==> config.mk <==
export PLATFORM = sky130hd
export DESIGN_NAME = spi_host_ctl
export DESIGN_NICKNAME = d
export VERILOG_FILES = /design/src/rtl/spi_host_ctl.sv
export SDC_FILE = /design/constraint.sdc
export NUM_CORES = 1
export LEC_CHECK = 0
export BUFFER_PORTS_ARGS = -buffer_cell sky130_fd_sc_hd__buf_4
export CORE_MARGIN = 2
export CORE_UTILIZATION = 50
export DETAILED_ROUTE_END_ITERATION = 16
export PLACE_DENSITY = 0.78
export SLEW_MARGIN = 10
export SYNTH_ARGS = -nofsm -noshare
export SYNTH_HDL_FRONTEND = slang
export SYNTH_SLANG_ARGS = --single-unit
==> constraint.sdc <==
create_clock -name clk -period 3.8 [get_ports clk]
set_clock_uncertainty 0.2 [all_clocks]
set_input_delay 1.14 -clock clk [delete_from_list [all_inputs] [get_ports clk]]
set_output_delay 1.14 -clock clk [all_outputs]
set_load 0.005 [all_outputs]
==> src/rtl/spi_host_ctl.sv <==
`timescale 1ns/1ps
module spi_host_ctl #(
  parameter int DW      = 8,
  parameter int AW      = 3,
  parameter int DIV_MIN = 8,
  parameter int DIV_RST = 8
) (
  input  logic          clk,
  input  logic          rst_n,
  input  logic          bus_en,
  input  logic          bus_we,
  input  logic [AW-1:0] bus_addr,
  input  logic [DW-1:0] bus_wdata,
  output logic [DW-1:0] bus_rdata,
  output logic          sck,
  output logic          mosi,
  input  logic          miso,
  input  logic          ss_n,
  output logic          irq
);
  localparam int EDGES = 2 * DW;
  localparam int EW    = $clog2(EDGES);
  localparam int IW    = $clog2(DW) + 1;
  localparam int KW    = IW - 1;
  localparam logic [AW-1:0] A_CTRL = AW'(0);
  localparam logic [AW-1:0] A_DIV  = AW'(1);
  localparam logic [AW-1:0] A_STAT = AW'(2);
  localparam logic [AW-1:0] A_DATA = AW'(3);
  localparam logic [AW-1:0] A_IRQ  = AW'(4);

  logic          ctl_pha, ctl_pol, ctl_mst, ctl_lsb, ctl_ien;
  logic [DW-1:0] div_r, div_eff, half, cnt;
  logic [DW-1:0] tx_sh, rx_sh, rx_nxt, rd_buf;
  logic [EW-1:0] edge_cnt;
  logic [IW-1:0] out_idx;
  logic          busy, done, wcol, modf, arm_df, arm_mf;
  logic          ss_q1, ss_q2, cond_q, irq_r;

  function automatic logic pick(input logic [DW-1:0] b, input logic [IW-1:0] idx, input logic lsb);
    logic [KW-1:0] k;
    k = idx[KW-1:0];
    if (!lsb) k = KW'(DW - 1) - k;
    return b[k];
  endfunction

  wire wr       = bus_en && bus_we;
  wire rd       = bus_en && !bus_we;
  wire wr_ctrl  = wr && bus_addr == A_CTRL;
  wire wr_div   = wr && bus_addr == A_DIV;
  wire rd_stat  = rd && bus_addr == A_STAT;
  wire data_acc = bus_en && bus_addr == A_DATA;
  wire data_wr  = wr && bus_addr == A_DATA;
  wire wr_irq   = wr && bus_addr == A_IRQ;

  assign div_eff = (div_r < DW'(DIV_MIN)) ? DW'(DIV_MIN) : {div_r[DW-1:1], 1'b0};
  assign half    = div_eff >> 1;

  wire tick    = busy && cnt == half - 1'b1;
  wire smp     = ~edge_cnt[0] ^ ctl_pha;
  wire fault   = ctl_mst && !ss_q2;
  wire fin     = tick && !fault && edge_cnt == EW'(EDGES - 1);
  wire start   = data_wr && !busy && ctl_mst && !fault;
  wire coll    = data_wr && busy;
  wire cond    = ctl_ien && (done || wcol);
  wire clr_df  = arm_df && data_acc;

  assign rx_nxt = !smp ? rx_sh : (ctl_lsb ? {miso, rx_sh[DW-1:1]} : {rx_sh[DW-2:0], miso});
  assign irq    = irq_r;

  always_comb begin
    bus_rdata = '0;
    case (bus_addr)
      A_CTRL:  bus_rdata = DW'({ctl_ien, ctl_lsb, ctl_mst, ctl_pol, ctl_pha});
      A_DIV:   bus_rdata = div_r;
      A_STAT:  bus_rdata = DW'({done, wcol, 1'b0, modf, 3'b000, busy});
      A_DATA:  bus_rdata = rd_buf;
      A_IRQ:   bus_rdata = DW'(irq_r);
      default: bus_rdata = '0;
    endcase
  end

  always_ff @(posedge clk or negedge rst_n) begin
    if (!rst_n) begin
      {ctl_ien, ctl_lsb, ctl_mst, ctl_pol, ctl_pha} <= '0;
      div_r <= DW'(DIV_RST);
      ss_q1 <= 1'b1;
      ss_q2 <= 1'b1;
    end else begin
      ss_q1 <= ss_n;
      ss_q2 <= ss_q1;
      if (wr_div) div_r <= bus_wdata;
      if (wr_ctrl) {ctl_ien, ctl_lsb, ctl_pol, ctl_pha} <=
                   {bus_wdata[4], bus_wdata[3], bus_wdata[1], bus_wdata[0]};
      if (fault) ctl_mst <= 1'b0;
      else if (wr_ctrl) ctl_mst <= bus_wdata[2];
    end
  end

  always_ff @(posedge clk or negedge rst_n) begin
    if (!rst_n) begin
      busy <= 1'b0; sck <= 1'b0; mosi <= 1'b0;
      cnt <= '0; edge_cnt <= '0; out_idx <= '0;
      tx_sh <= '0; rx_sh <= '0; rd_buf <= '0;
    end else if (busy) begin
      if (fault) begin
        busy <= 1'b0;
        sck  <= ctl_pol;
      end else if (tick) begin
        cnt      <= '0;
        sck      <= ~sck;
        edge_cnt <= edge_cnt + 1'b1;
        rx_sh    <= rx_nxt;
        if (!smp && out_idx < IW'(DW)) begin
          mosi    <= pick(tx_sh, out_idx, ctl_lsb);
          out_idx <= out_idx + 1'b1;
        end
        if (fin) begin
          busy   <= 1'b0;
          rd_buf <= rx_nxt;
        end
      end else begin
        cnt <= cnt + 1'b1;
      end
    end else begin
      sck      <= ctl_pol;
      cnt      <= '0;
      edge_cnt <= '0;
      if (start) begin
        busy  <= 1'b1;
        tx_sh <= bus_wdata;
        rx_sh <= '0;
        if (!ctl_pha) begin
          mosi    <= pick(bus_wdata, '0, ctl_lsb);
          out_idx <= IW'(1);
        end else begin
          out_idx <= '0;
        end
      end
    end
  end

  always_ff @(posedge clk or negedge rst_n) begin
    if (!rst_n) begin
      done <= 1'b0; wcol <= 1'b0; modf <= 1'b0;
      arm_df <= 1'b0; arm_mf <= 1'b0;
      cond_q <= 1'b0; irq_r <= 1'b0;
    end else begin
      if (fin) done <= 1'b1;
      else if (clr_df) done <= 1'b0;
      if (coll) wcol <= 1'b1;
      else if (clr_df) wcol <= 1'b0;
      if (rd_stat && (done || wcol)) arm_df <= 1'b1;
      else if (data_acc) arm_df <= 1'b0;
      if (fault) modf <= 1'b1;
      else if (arm_mf && wr_ctrl) modf <= 1'b0;
      if (rd_stat && modf) arm_mf <= 1'b1;
      else if (wr_ctrl) arm_mf <= 1'b0;
      cond_q <= cond;
      if (cond && !cond_q) irq_r <= 1'b1;
      else if (wr_irq && bus_wdata[0]) irq_r <= 1'b0;
    end
  end

  a_r6_collision_flag: assert property (@(posedge clk) disable iff (!rst_n)
    (data_wr && busy) |=> wcol);
  a_r2_done_after_busy: assert property (@(posedge clk) disable iff (!rst_n)
    $rose(done) |-> $past(busy));
  a_r4_idle_level: assert property (@(posedge clk) disable iff (!rst_n)
    (!busy && !$past(busy) && $stable(ctl_pol)) |-> sck == ctl_pol);
  a_r9_fault_exit: assert property (@(posedge clk) disable iff (!rst_n)
    fault |=> (!ctl_mst && modf && !busy));
  a_r10_set_wins: assert property (@(posedge clk) disable iff (!rst_n)
    (cond && !cond_q) |=> irq);
  a_r8_irq_cause: assert property (@(posedge clk) disable iff (!rst_n)
    $rose(irq) |-> $past(cond));
endmodule

* Word-level counts from Yosys, hierarchy flattened
Index checks and enable logic that the tools add are counted.
** Storage, ports and cells
- Register bits after elaboration :: 65
- Bits of input ports :: 17
- Word-level logic and storage cells :: 155
** Cells by class
- Add/subtract/negate cells :: 5
- $lt $le $gt $ge :: 4
- Equal/unequal tests :: 11
- Muxes and demuxes :: 60
- Bitwise logic cells :: 5
- Reductions and logical operators :: 46
** Operators with widths (count)
- two-way mux 8 bit :: 10
- case mux 8 bit (5 select lines) :: 1
- two-way mux 4 bit :: 8
- two-way mux 1 bit :: 30
- two-way mux 3 bit :: 9
- logical AND 1 bit :: 24
- nonzero test 2 bit :: 8
- adder 4 x 1 -> 4 bit, second input constant :: 2
- adder 8 x 1 -> 8 bit, second input constant :: 1
- == test 8 bit :: 1
- less-than comparator 3 x 4 -> 1 bit, second input constant :: 2
- less-than comparator 8 x 4 -> 1 bit, second input constant :: 1
- AND reduction 4 bit :: 2
- subtractor 7 x 1 -> 8 bit, second input constant :: 1
- binary-select mux 1 bit (select 3 bit) :: 2
- == test 3 x 2 -> 1 bit, second input constant :: 2
- logical NOT 1 bit :: 6
- inequality test 2 x 1 -> 1 bit, second input constant :: 3
- AND reduction 5 bit :: 1
- == test 4 bit, second input constant :: 1
- less-than comparator 4 bit, second input constant :: 1
- inverter 1 bit :: 4
- AND reduction 2 bit :: 2
- == test 3 x 1 -> 1 bit, second input constant :: 1
- other kinds (8) :: 8

* Logic depth before layout (Yosys ltp)
- Word-level depth :: 14
- Mapped depth :: 12
- Depth with buffers taken out :: 10

* Worst setup path after synthesis
No wires, ideal clock.
- Path kind :: register to register
- Start :: register div_r[5]
- End :: register edge_cnt[3]
- Arrival time :: 3350 ps
- Data required time :: 3522 ps
- Slack :: 172 ps
- Stages on the path, launching flop included :: 12
- Cells stage by stage :: dfrtp_1 > clkbuf_1 > nor3_1 > nand2_1 > nand2_1 > ha_1 > or3b_1 > or3_1 > a21o_1 > or4_4 > or4_1 > a21boi_1
** On the way
- Longest elaborated chain between the ends :: 7
** Ends and longest elaborated chain
- start, declared :: RTL line 32 : logic [DW-1:0] div_r, div_eff, half, cnt;
- start signal, assigned :: RTL line 85 : div_r <= DW'(DIV_RST);
- start signal, assigned :: RTL line 91 : if (wr_div) div_r <= bus_wdata;
- less-than comparator 8 x 4 -> 1 bit :: RTL line 55 : assign div_eff = (div_r < DW'(DIV_MIN)) ? DW'(DIV_MIN) : {div_r[DW-1:1], 1'b0};
- two-way mux 8 bit * :: RTL line 55
- subtractor 7 x 1 -> 8 bit * :: RTL line 58 : wire tick = busy && cnt == half - 1'b1;
- == test 8 bit * :: RTL line 58
- logical AND 1 bit * :: RTL line 58
- inequality test 2 x 1 -> 1 bit (no source line) *
- AND reduction 2 bit (no source line) *
- end signal, assigned :: RTL line 111 : edge_cnt <= edge_cnt + 1'b1;
- end, declared :: RTL line 34 : logic [EW-1:0] edge_cnt;
Every way passes the cells marked *; elsewhere a longest branch is shown, timed or not.
A chain may end at the register's enable or synchronous reset.

* Worst setup path after layout
Ends and elaborated chain as after synthesis.

==> flow_summary.ini <==
[synth]
synth_nets = 374
synth.avg_cell_area_sq_um = 10.2
yosysWarnings = 0
synth_edf_count = 0
yosysTopAreaCell = dfrtp_1
synth.mux.area_fraction_pct = 19.2
yosys.area_share.simple_pct = 16.6
ys_async_sr_fraction_pct = 100
synthFlopType = dfrtp_1
syn-cell-area_sq_um = 3610
synth_top_cell_area_share_pct = 42.9
synth_top_family_by_area = multiplexers
synth_compound_area_share_pct = 11.3
synth.most_common_cell = dfrtp_1
netlist_top_cells_area = dfrtp_1, mux2i_1, mux2_2
synth_seq_cells = 65
synth_fa_ha_area_share_pct = 1.39
synth_xor_area_share_pct = 2.42
synthTopCellsByCount = dfrtp_1, mux2i_1, nand2_1
synth-seq-area-share_pct = 45.1
synthesis.instances = 353
yosysUniqueCellTypes = 54

[die]
io_pins = 28
core_area_sq_um = 6910
start_util_pct = 52.3
fp.dieW_microns = 89.0
die_h_microns = 89.0
die-area_sq_um = 7920
rows = 30

[timing]
finalHoldViolCount = 0
clock.fmax_ghz = 0.277
rsz0062_at_grt = false
fin_crit_ns = 3.61
slew_violations = 0
worst-slew-pin-transition_ns = 0.819
setup_viol = 0
fin_crit_sh_pct = 94.9
maxSlewHeadroom_pct = 45.4
setup_ws_ns = 0.193
fin_setup_tns_ns = 0

[power_and_ir_drop]
power_frac_seq_pct = 40.9
powerDensity_nw_per_um2 = 546
clkPwrFrac_pct = 32.1
leakage_nw = 1.92
internal_power_mw = 1.57
p_sw_share_pct = 31.8
switchingPower_uw = 732
power_frac_comb_pct = 27.0
vdd_drop_max_uv = 208

[routing]
drc_errors = 0
wl_per_cell_microns = 16.8
routed_via_density = 5.72
via_count = 2790
antenna_left = 0
drt-total-wl_microns = 8170
drt-pass1-iter-count = 5
drt-initial-drc-count = 174

[critical_path]
worstPathArrival_ns = 3.68
path_max_fanout = 10
r2r_start = div_r[5]$_DFFE_PN0P_
worstSetupEndpointType = flop
worst_ep_required_time_ns = 3.87
path_class = reg2reg
start_kind = flop
worstSetupStartpoint = div_r[5]$_DFFE_PN0P_

[finish]
finish.utilization_pct = 61.1
syn2layout_area_growth_pct = 16.8
nNetsFinal = 408
diodes = 0
drive_gt1_share_pct = 24.2

[clock_tree]
cts.path.max_buffers = 2
path_clk_slew_ns = 0.08
clkSinkCount = 65
clockRootBuffer = clkbuf_8
hold_buffers = 0
cts_made_buffers = 9
htreeDepth = 3
insertion_delay_ns = 0.35
cts_tree = done
cts_setup_buffers = 0
cts_resized = 0

[global_routing]
grt_usage_pct = 22.2
grt_pass1_vias = 2646
grt_max_degree = 66
grt_overflow = 0
antenna_found_initial = 0
grt_pass1_wl_microns = 13300

[hold_path]
hp-start = ss_q1$_DFF_PN1_
worstHoldPathType = reg2reg

[placement]
io_buffers = 27
hpwl_microns = 5820
pre_cts_ws_ns = 0.191
globalplace.congestion = 0.867

[flow_run]
maxCapViolCount = 0

[outcome]
status = finished clean
[cells in the final DEF (no fill, tap or decap), types with 3 or more instances in the layout]
master and n:
buf_4 43, bufinv_16 3, o211ai_1 3, nand3_1 9, inv_1 15, nand2_1 29
mux2_2 26, nor2_1 28, dfstp_2 3, mux4_2 4, nor3_1 7, xnor2_1 5
a22oi_1 5, mux2i_1 31, a32o_1 3, clkbuf_8 10, nand2b_1 6, nor2b_1 6
or3_1 10, nor4_1 4, dfrtp_1 62, o21ai_0 16, xor2_1 5, a31oi_1 4
a21oi_1 11, a21o_1 6, nor3b_1 5, ha_1 4
[power by group through the flow]
stage	Clock [mW]	Sequential, mW	Combinational (mW)
after floorplan	0	0.900	0.453
final	0.740	0.942	0.623
after global routing	0.780	0.959	0.699
after detailed placement	0	0.949	0.622
after global placement	0	0.943	0.600
after CTS	0.746	0.938	0.623
[per-stage QoR]
stage	cell area, sq um	power [mW]	std cells	hold slack (ns)
final	4220	2.30	488	0.159
after global routing	4220	2.44	488	0.162
after CTS	4210	2.31	487	0.161
after detailed placement	3960	1.57	471	0.149
after global placement	3960	1.54	471	0.146
after floorplan	3610	1.35	353	0.145
[layer usage]
layer	routed length, microns	GRT usage, %	vias up
met3	299	5.91	7
met5	0	0	-
met4	80	6.24	0
li1	-	-	1336
met2	4100	35.8	43
met1	3700	29.7	1404
[state kept, by name, indices dropped and copies added, names as in the netlist, 4 cells and up]
register  cells
cnt           8
edge_cnt      4
div_r         8
rx_sh         8
out_idx       4
rd_buf        8
tx_sh         8
[cell families (layout without fill, tap and decap cells)]
group,count (synthesis),after routing
AND/OR/NAND/NOR,117,117
flip-flops,65,65
AO/OA/AOI/OAI,61,61
multiplexers,61,61
buffers and inverters,35,74
XOR/XNOR,10,10
adder cells (fa/ha/maj),4,4
[worst max-delay path: stages, from the launching register on]
cell and delay, ns:
dfrtp_1 0.39, nor3_1 0.28, nand2_1 0.11, nand2_1 0.08, ha_1 0.20, or3b_1 0.40
or3_1 0.38, a21o_1 0.22, or4_4 0.61, or4_1 0.52, a21boi_1 0.14
[area by class of cell]
| type | instances | area [sq um] |
|---|---|---|
| tap | 96 | 120 |
| inverter | 15 | 56.3 |
| sequential | 65 | 1630 |
| multi-input combinational | 253 | 1840 |
| clock inverter | 6 | 114 |
| clock buffer | 10 | 138 |
| timing repair buffer | 43 | 323 |
| fill | 568 | 2690 |
[worst paths after layout]
path                       depth (start not counted)                 endpoint  slack (ns)
max                                               10  edge_cnt[3]$_DFFE_PN0P_        0.19
min                                                0          ss_q2$_DFF_PN1_        0.16
max reg2reg                                       10  edge_cnt[3]$_DFFE_PN0P_        0.19
min reg2reg                                        0          ss_q2$_DFF_PN1_        0.16
max in group asynchronous                          1     div_r[1]$_DFFE_PN0P_        2.18
min in group asynchronous                          1  edge_cnt[2]$_DFFE_PN0P_        0.68
No activity file was read; power rests on OpenSTA's default activity.
